$ cat src/rtl/cls_pkg.sv
package cls_pkg;

  typedef enum logic [1:0] {
    SEQ_IDLE    = 2'd0,
    SEQ_ARMED   = 2'd1,
    SEQ_CLEARED = 2'd2,
    SEQ_CONFIRM = 2'd3
  } seq_state_e;

  typedef enum logic [1:0] {
    ACC_NONE    = 2'd0,
    ACC_WR_FULL = 2'd1,
    ACC_WR_PART = 2'd2,
    ACC_READ    = 2'd3
  } acc_kind_e;

  // Classify an access that hit the lock register.
  function automatic acc_kind_e classify(input logic hit, input logic write,
                                         input logic full);
    if (!hit)       return ACC_NONE;
    else if (!write) return ACC_READ;
    else if (full)   return ACC_WR_FULL;
    else             return ACC_WR_PART;
  endfunction

  // Offsets whose per-pin fields the lock freezes.
  function automatic logic offset_frozen(input logic [31:0] off);
    case (off)
      32'h00, 32'h04, 32'h08, 32'h0C, 32'h20, 32'h24: return 1'b1;
      default:                                      return 1'b0;
    endcase
  endfunction

  // One step of the key tracker.
  function automatic seq_state_e seq_step(input seq_state_e st,
                                          input acc_kind_e kind,
                                          input logic key, input logic same);
    seq_state_e nx;
    nx = st;
    case (kind)
      ACC_NONE:    nx = st;
      ACC_WR_PART: nx = SEQ_IDLE;
      ACC_READ:    nx = SEQ_IDLE;
      ACC_WR_FULL: begin
        case (st)
          SEQ_IDLE, SEQ_CONFIRM: nx = key ? SEQ_ARMED : SEQ_IDLE;
          SEQ_ARMED:             nx = (!key && same) ? SEQ_CLEARED : SEQ_IDLE;
          SEQ_CLEARED:           nx = (key && same) ? SEQ_CONFIRM : SEQ_IDLE;
          default:               nx = SEQ_IDLE;
        endcase
      end
      default: nx = SEQ_IDLE;
    endcase
    return nx;
  endfunction

endpackage

$ cat src/rtl/cls_bus_decode.sv
module cls_bus_decode
  import cls_pkg::*;
#(
  parameter int ADDR_W   = 8,
  parameter int STRB_W   = 4,
  parameter int LOCK_OFF = 'h1C
) (
  input  logic              bus_valid,
  input  logic              bus_write,
  input  logic [ADDR_W-1:0] bus_addr,
  input  logic [STRB_W-1:0] bus_strb,
  input  logic              key_active,
  output acc_kind_e         acc_kind,
  output logic              lock_wr,
  output logic              cfg_frozen_wr
);
  localparam logic [ADDR_W-1:0] LOCK_ADDR = ADDR_W'(LOCK_OFF);

  logic hit_open;
  logic full_word;

  assign hit_open  = bus_valid && (bus_addr == LOCK_ADDR) && !key_active;
  assign full_word = &bus_strb;

  assign acc_kind      = classify(hit_open, bus_write, full_word);
  assign lock_wr       = hit_open && bus_write;
  assign cfg_frozen_wr = bus_valid && bus_write &&
                         offset_frozen({{(32-ADDR_W){1'b0}}, bus_addr});
endmodule

$ cat src/rtl/cls_key_fsm.sv
module cls_key_fsm
  import cls_pkg::*;
#(
  parameter int PINS = 16
) (
  input  logic            clk,
  input  logic            rst_n,
  input  acc_kind_e       acc_kind,
  input  logic            wkey,
  input  logic [PINS-1:0] wmask,
  output seq_state_e      seq_state,
  output logic [PINS-1:0] seq_mask,
  output logic            seq_done
);
  seq_state_e state_q, state_d;
  logic [PINS-1:0] mask_q;
  logic same;

  assign same     = (wmask == mask_q);
  assign state_d  = seq_step(state_q, acc_kind, wkey, same);
  assign seq_done = (acc_kind == ACC_READ) && (state_q == SEQ_CONFIRM);

  always_ff @(posedge clk or negedge rst_n) begin
    if (!rst_n) begin
      state_q <= SEQ_IDLE;
      mask_q  <= '0;
    end else begin
      state_q <= state_d;
      if (acc_kind == ACC_WR_FULL && state_d == SEQ_ARMED) mask_q <= wmask;
    end
  end

  assign seq_state = state_q;
  assign seq_mask  = mask_q;
endmodule

$ cat src/rtl/cls_lock_bank.sv
module cls_lock_bank #(
  parameter int PINS   = 16,
  parameter int STRB_W = 4
) (
  input  logic              clk,
  input  logic              rst_n,
  input  logic              lock_wr,
  input  logic [STRB_W-1:0] bus_strb,
  input  logic [PINS-1:0]   wmask,
  input  logic              seq_done,
  output logic [PINS-1:0]   pin_bits,
  output logic [PINS-1:0]   lock_vec,
  output logic              key_active
);
  logic [PINS-1:0] bits_q;
  logic key_q;

  for (genvar i = 0; i < PINS; i++) begin : g_pin
    always_ff @(posedge clk or negedge rst_n) begin
      if (!rst_n)                      bits_q[i] <= 1'b0;
      else if (lock_wr && bus_strb[i/8]) bits_q[i] <= wmask[i];
    end
  end

  always_ff @(posedge clk or negedge rst_n) begin
    if (!rst_n)        key_q <= 1'b0;
    else if (seq_done) key_q <= 1'b1;
  end

  assign pin_bits   = bits_q;
  assign key_active = key_q;
  assign lock_vec   = key_q ? bits_q : '0;
endmodule

$ cat src/rtl/cls_we_mask.sv
module cls_we_mask #(
  parameter int PINS = 16
) (
  input  logic            cfg_frozen_wr,
  input  logic [PINS-1:0] cfg_pin_req,
  input  logic [PINS-1:0] lock_vec,
  output logic [PINS-1:0] cfg_pin_we
);
  for (genvar i = 0; i < PINS; i++) begin : g_we
    assign cfg_pin_we[i] = cfg_pin_req[i] && !(cfg_frozen_wr && lock_vec[i]);
  end
endmodule

$ cat src/rtl/cfg_lock_seq.sv
module cfg_lock_seq
  import cls_pkg::*;
#(
  parameter int PINS     = 16,
  parameter int ADDR_W   = 8,
  parameter int DATA_W   = 32,
  parameter int LOCK_OFF = 'h1C
) (
  input  logic                clk,
  input  logic                rst_n,
  input  logic                bus_valid,
  input  logic                bus_write,
  input  logic [ADDR_W-1:0]   bus_addr,
  input  logic [DATA_W/8-1:0] bus_strb,
  input  logic [PINS:0]       lock_wdata,
  input  logic [PINS-1:0]     cfg_pin_req,
  output logic [PINS-1:0]     cfg_pin_we,
  output logic [PINS-1:0]     lock_vec,
  output logic                key_active,
  output logic [DATA_W-1:0]   lock_rdata
);
  localparam int STRB_W = DATA_W / 8;
  localparam int PAD_W  = DATA_W - PINS - 1;

  acc_kind_e       acc_kind;
  seq_state_e      seq_state;
  logic            lock_wr;
  logic            cfg_frozen_wr;
  logic [PINS-1:0] seq_mask;
  logic            seq_done;
  logic [PINS-1:0] pin_bits;

  cls_bus_decode #(.ADDR_W(ADDR_W), .STRB_W(STRB_W), .LOCK_OFF(LOCK_OFF)) u_dec (
    .bus_valid(bus_valid), .bus_write(bus_write), .bus_addr(bus_addr),
    .bus_strb(bus_strb), .key_active(key_active), .acc_kind(acc_kind),
    .lock_wr(lock_wr), .cfg_frozen_wr(cfg_frozen_wr)
  );

  cls_key_fsm #(.PINS(PINS)) u_fsm (
    .clk(clk), .rst_n(rst_n), .acc_kind(acc_kind), .wkey(lock_wdata[PINS]),
    .wmask(lock_wdata[PINS-1:0]), .seq_state(seq_state), .seq_mask(seq_mask),
    .seq_done(seq_done)
  );

  cls_lock_bank #(.PINS(PINS), .STRB_W(STRB_W)) u_bank (
    .clk(clk), .rst_n(rst_n), .lock_wr(lock_wr), .bus_strb(bus_strb),
    .wmask(lock_wdata[PINS-1:0]), .seq_done(seq_done), .pin_bits(pin_bits),
    .lock_vec(lock_vec), .key_active(key_active)
  );

  cls_we_mask #(.PINS(PINS)) u_mask (
    .cfg_frozen_wr(cfg_frozen_wr), .cfg_pin_req(cfg_pin_req),
    .lock_vec(lock_vec), .cfg_pin_we(cfg_pin_we)
  );

  assign lock_rdata = {{PAD_W{1'b0}}, key_active, pin_bits};
endmodule

$ cat config.mk
export PLATFORM = sky130hd
export DESIGN_NAME = cfg_lock_seq
export DESIGN_NICKNAME = d
export VERILOG_FILES = /design/src/rtl/cls_pkg.sv /design/src/rtl/cls_bus_decode.sv /design/src/rtl/cls_key_fsm.sv /design/src/rtl/cls_lock_bank.sv /design/src/rtl/cls_we_mask.sv /design/src/rtl/cfg_lock_seq.sv
export SDC_FILE = /design/constraint.sdc
export NUM_CORES = 1
export LEC_CHECK = 0
export BUFFER_PORTS_ARGS = -buffer_cell sky130_fd_sc_hd__buf_4
export CELL_PAD_IN_SITES_DETAIL_PLACEMENT = 1
export CELL_PAD_IN_SITES_GLOBAL_PLACEMENT = 2
export CORE_MARGIN = 4
export CORE_UTILIZATION = 29
export CTS_BUF_LIST = sky130_fd_sc_hd__clkbuf_4 sky130_fd_sc_hd__clkbuf_8
export CTS_CLUSTER_SIZE = 25
export DETAILED_ROUTE_END_ITERATION = 10
export HOLD_SLACK_MARGIN = 0.12
export PLACE_DENSITY_LB_ADDON = 0.1
export SLEW_MARGIN = 20
export SYNTH_ARGS = -nofsm -noshare
export SYNTH_HDL_FRONTEND = slang
export SYNTH_HIERARCHICAL = 1
export SYNTH_SLANG_ARGS = --single-unit
export TNS_END_PERCENT = 1
$ cat constraint.sdc
create_clock -name clk -period 5 [get_ports clk]
set_input_delay 0.25 -clock clk [delete_from_list [all_inputs] [get_ports clk]]
set_output_delay 0.25 -clock clk [all_outputs]
set_load 0.03 [all_outputs]
==> impl_metrics.xml <==
<?xml version="1.0" encoding="UTF-8"?>
<metrics>
  <group name="clock_network">
    <metric name="cts.repair_timing.setup_buffer_count" unit="">0</metric>
    <metric name="tritoncts" unit="">done</metric>
    <metric name="sinks_on_clock_net" unit="">35</metric>
    <metric name="cts.root.buffer_cell" unit="">clkbuf_8</metric>
    <metric name="post_cts_resize_count" unit="">0</metric>
    <metric name="clock_path_buffers" unit="">2</metric>
    <metric name="clkLatencyLatePin" unit="ns">0.29</metric>
    <metric name="h_tree_levels" unit="">2</metric>
    <metric name="numCtsBuffers" unit="">5</metric>
    <metric name="clk_pin_slew" unit="ns">0.07</metric>
    <metric name="hold_buffers" unit="">1</metric>
  </group>
  <group name="setup_path">
    <metric name="critPathRequiredTime" unit="ns">5.17</metric>
    <metric name="timing.critical_path.max_delay_family" unit="">simple AND/OR/NAND/NOR gates</metric>
    <metric name="crit_buf_inv" unit="">0</metric>
    <metric name="timing.setup.critical_path_class" unit="">reg -&gt; reg</metric>
    <metric name="crit_chain" unit="">and4bb_1 -&gt; nand4_2 -&gt; nor2_1 -&gt; nor2b_4 -&gt; nand3_4 -&gt; mux2_2</metric>
    <metric name="path_length_in_cells_of_the_critical_path" unit="">6</metric>
    <metric name="end_kind" unit="">flop</metric>
    <metric name="crit_arrival" unit="ns">2.38</metric>
    <metric name="biggest_cell_delay_along_the_critical_path" unit="ns">0.60</metric>
    <metric name="timing.reg2reg.worst_path_depth" unit="">6</metric>
    <metric name="worst-path-max-fanout" unit="">20</metric>
    <metric name="critical_path.startpoint_type" unit="">flop</metric>
    <metric name="slowest_stage" unit="">dfrtp_1</metric>
  </group>
  <group name="hold_path">
    <metric name="worstHoldPathType" unit="">in -&gt; reg</metric>
    <metric name="holdPathStages" unit="">2</metric>
  </group>
  <group name="final_layout">
    <metric name="post-route-util" unit="%">42.5</metric>
    <metric name="synthesis_to_finish_area_growth" unit="%">41.6</metric>
    <metric name="n_antenna_cell" unit="">0</metric>
    <metric name="sequential_cell_area" unit="sq um">876</metric>
    <metric name="multi_input_area" unit="sq um">1080</metric>
    <metric name="layout.nets" unit="">325</metric>
    <metric name="layout-drive-gt1-share" unit="%">56.9</metric>
    <metric name="final.fill_count" unit="">795</metric>
  </group>
  <group name="route">
    <metric name="firstDrtPassIters" unit="">3</metric>
    <metric name="routed-via-count" unit="">1645</metric>
    <metric name="route.detailed.drc" unit="">0</metric>
    <metric name="post_drt_wl_per_cell" unit="um">15.0</metric>
    <metric name="final_antenna_net_count" unit="">0</metric>
    <metric name="finalWirelength" unit="um">5560</metric>
    <metric name="first_iter_violations" unit="">44</metric>
    <metric name="routed_via_density" unit="">4.45</metric>
  </group>
  <group name="global_route">
    <metric name="first_global_vias" unit="">1827</metric>
    <metric name="grt_pass1_wl" unit="um">8980</metric>
    <metric name="grt-ovfl-total" unit="">0</metric>
    <metric name="number_of_antenna_violations_at_the_first_check_in_global_routing" unit="">0</metric>
    <metric name="maximum_number_of_pins_on_one_net_before_global_route_repair" unit="">36</metric>
    <metric name="track_usage" unit="%">13.4</metric>
  </group>
  <group name="logic_synthesis">
    <metric name="synth.avg_cell_area" unit="sq um">12.0</metric>
    <metric name="postSynthCellCount" unit="">172</metric>
    <metric name="yosys_warnings" unit="">6</metric>
    <metric name="ys_async_sr_fraction" unit="%">100</metric>
    <metric name="synth-seq-cells" unit="">35</metric>
    <metric name="synth.yosys.seq_area_share" unit="%">42.5</metric>
    <metric name="synth_flop_cell" unit="">dfrtp_1</metric>
    <metric name="synth_enable_flop_cells" unit="">0</metric>
    <metric name="synth_area" unit="sq um">2060</metric>
    <metric name="synth_cell_types" unit="">33</metric>
  </group>
  <group name="pwr">
    <metric name="comb_power_share" unit="%">17.9</metric>
    <metric name="sw_frac_of_total" unit="%">26.9</metric>
    <metric name="max-vdd-ir-drop" unit="V">0.0000794</metric>
    <metric name="power.total" unit="W">0.000607</metric>
    <metric name="power.sequential.fraction" unit="%">47.8</metric>
    <metric name="reported_leakage_power" unit="nW">1.58</metric>
    <metric name="power.density_cell_area" unit="nW/um^2">208</metric>
    <metric name="internal_power" unit="W">0.000444</metric>
    <metric name="power.switching" unit="W">0.000163</metric>
    <metric name="share_clk_of_total_power" unit="%">34.3</metric>
  </group>
  <group name="floorplanning">
    <metric name="coreArea" unit="sq um">6870</metric>
    <metric name="fp.dieArea" unit="sq um">8520</metric>
    <metric name="fp-row-count" unit="">30</metric>
    <metric name="fp.dieW" unit="um">92.3</metric>
    <metric name="fp.dieH" unit="um">92.3</metric>
    <metric name="initial_core_util" unit="%">30.0</metric>
    <metric name="count_of_pins_on_the_block_boundary" unit="">114</metric>
  </group>
  <group name="timing">
    <metric name="period_minus_slack" unit="ns">2.22</metric>
    <metric name="grt_setup_unrepaired" unit="">false</metric>
    <metric name="tightest_slew" unit="ns">0.883</metric>
    <metric name="slew_headroom" unit="%">41.1</metric>
    <metric name="final-hold-violation-count" unit="">0</metric>
    <metric name="setup_viol_count_final" unit="">0</metric>
    <metric name="final-max-slew-violation-count" unit="">0</metric>
    <metric name="finalSetupTns" unit="ns">0</metric>
    <metric name="layout_worst_path_cycle_share" unit="%">44.3</metric>
    <metric name="max_freq" unit="MHz">451</metric>
    <metric name="clock-skew-final" unit="ns">0.00633</metric>
    <metric name="whs" unit="ns">0.220</metric>
  </group>
  <group name="placement">
    <metric name="buffer_ports.inserted" unit="">98</metric>
    <metric name="routabilityCongestion" unit="">0.679</metric>
    <metric name="detailedPlacementHpwl" unit="um">4250</metric>
  </group>
  <group name="run_status">
    <metric name="run_status" unit="">complete, no violations</metric>
  </group>
  <group name="run">
    <metric name="maxCapViolCount" unit="">0</metric>
  </group>
</metrics>
## area by class of cell
class,count,area share (%)
clock buffers,7,2.87
repair buffers,99,25.5
clock inverters,1,0.171
multi-input cells,129,36.9
well taps,96,4.11
inverters,3,0.386
flip-flops and latches,35,30.0
## per-layer routing
metal | track usage, % | up-vias | part of all wire [%]
met5 | 0 | - | 0
met4 | 4.08 | 0 | 1.1
met3 | 4.31 | 6 | 8.2
met2 | 22.3 | 77 | 47
met1 | 16.4 | 802 | 44
li1 | - | 760 | -
## sequential cells by signal (all words and copies together) (netlist names)
register,flops
u_bank/key_active,1
u_bank/pin_bits,16
u_fsm/seq_mask,16
u_fsm/seq_state,2
## cells in the final DEF, fill, tap and decap left out, types with 2 or more instances in the layout
cell type,Yosys,final
a21boi_2,10,10
conb_1,1,15
dfrtp_1,35,35
nor4_1,3,3
nand2_2,2,2
a21boi_0,7,7
mux2_2,32,32
nor2_1,4,4
o31ai_1,2,2
and2_1,16,16
and3_1,2,2
xor2_1,15,15
buf_4,16,98
clkbuf_4,0,2
inv_1,3,3
nand4_1,2,2
ha_1,3,3
clkbuf_8,1,5
nand2_1,3,3
## metrics by stage
| step | setup WS [ns] | instances | cell area [sq um] |
|---|---|---|---|
| 2_1_floorplan | 2.94 | 186 | 2110 |
| 5_1_grt | 2.58 | 370 | 2920 |
| 4_1_cts | 2.72 | 370 | 2920 |
| 3_5_place_dp | 2.74 | 361 | 2820 |
| 3_3_place_gp | 2.78 | 361 | 2820 |
| 6_report | 2.78 | 370 | 2920 |
## worst paths after layout
path	startpoint	to	slack, ns
worst min-delay path	lock_wdata[7]	u_fsm/seq_mask[7]$_DFFE_PN0P_	0.22
min in group asynchronous	rst_n	u_bank/pin_bits[5]$_DFFE_PN0P_	0.46
worst min register to register	u_fsm/seq_mask[14]$_DFFE_PN0P_	u_fsm/seq_mask[14]$_DFFE_PN0P_	0.53
worst max register to register	u_bank/key_active$_DFFE_PN0P_	u_fsm/seq_mask[0]$_DFFE_PN0P_	2.78
max in group asynchronous	rst_n	u_fsm/seq_mask[6]$_DFFE_PN0P_	4.21
worst max-delay path	u_bank/key_active$_DFFE_PN0P_	u_fsm/seq_mask[0]$_DFFE_PN0P_	2.78
## kinds of logic (layout without fill, tap and decap cells)
kind of cell	Yosys count	count (layout)	share of synthesized area, %
and+or+nand+nor	41	41	13.6
DFF	35	35	42.5
muxes	32	32	17.5
AOI/OAI and AO/OA	22	22	9.89
buffers and inverters	22	110	7.77
xor gates and xnor gates	16	16	6.80
adders and majority gates	3	3	1.82
other	1	15	0.182
## power by group through the flow
stage / combinational [W] / sequential [W] / clock, W
finish: 0.000109 / 0.000290 / 0.000208
CTS: 0.000110 / 0.000290 / 0.000218
global placement: 0.000109 / 0.000295 / 0
floorplan: 0.0000573 / 0.000299 / 0
detailed placement: 0.000109 / 0.000295 / 0
global route: 0.000118 / 0.000291 / 0.000236
## synthesized netlist by cell type (2+ instances only)
| master | instances | area [sq um] |
|---|---|---|
| buf_4 | 16 | 120 |
| nor4_1 | 3 | 18.8 |
| nor2_1 | 4 | 15.0 |
| a21boi_0 | 7 | 52.6 |
| nand2_1 | 3 | 11.3 |
| a21boi_2 | 10 | 113 |
| nand4_1 | 2 | 12.5 |
| mux2_2 | 32 | 360 |
| o31ai_1 | 2 | 15.0 |
| and3_1 | 2 | 12.5 |
| dfrtp_1 | 35 | 876 |
| inv_1 | 3 | 11.3 |
| and2_1 | 16 | 100 |
| ha_1 | 3 | 37.5 |
| xor2_1 | 15 | 131 |
| nand2_2 | 2 | 12.5 |
(Power assumes the default switching activity.)
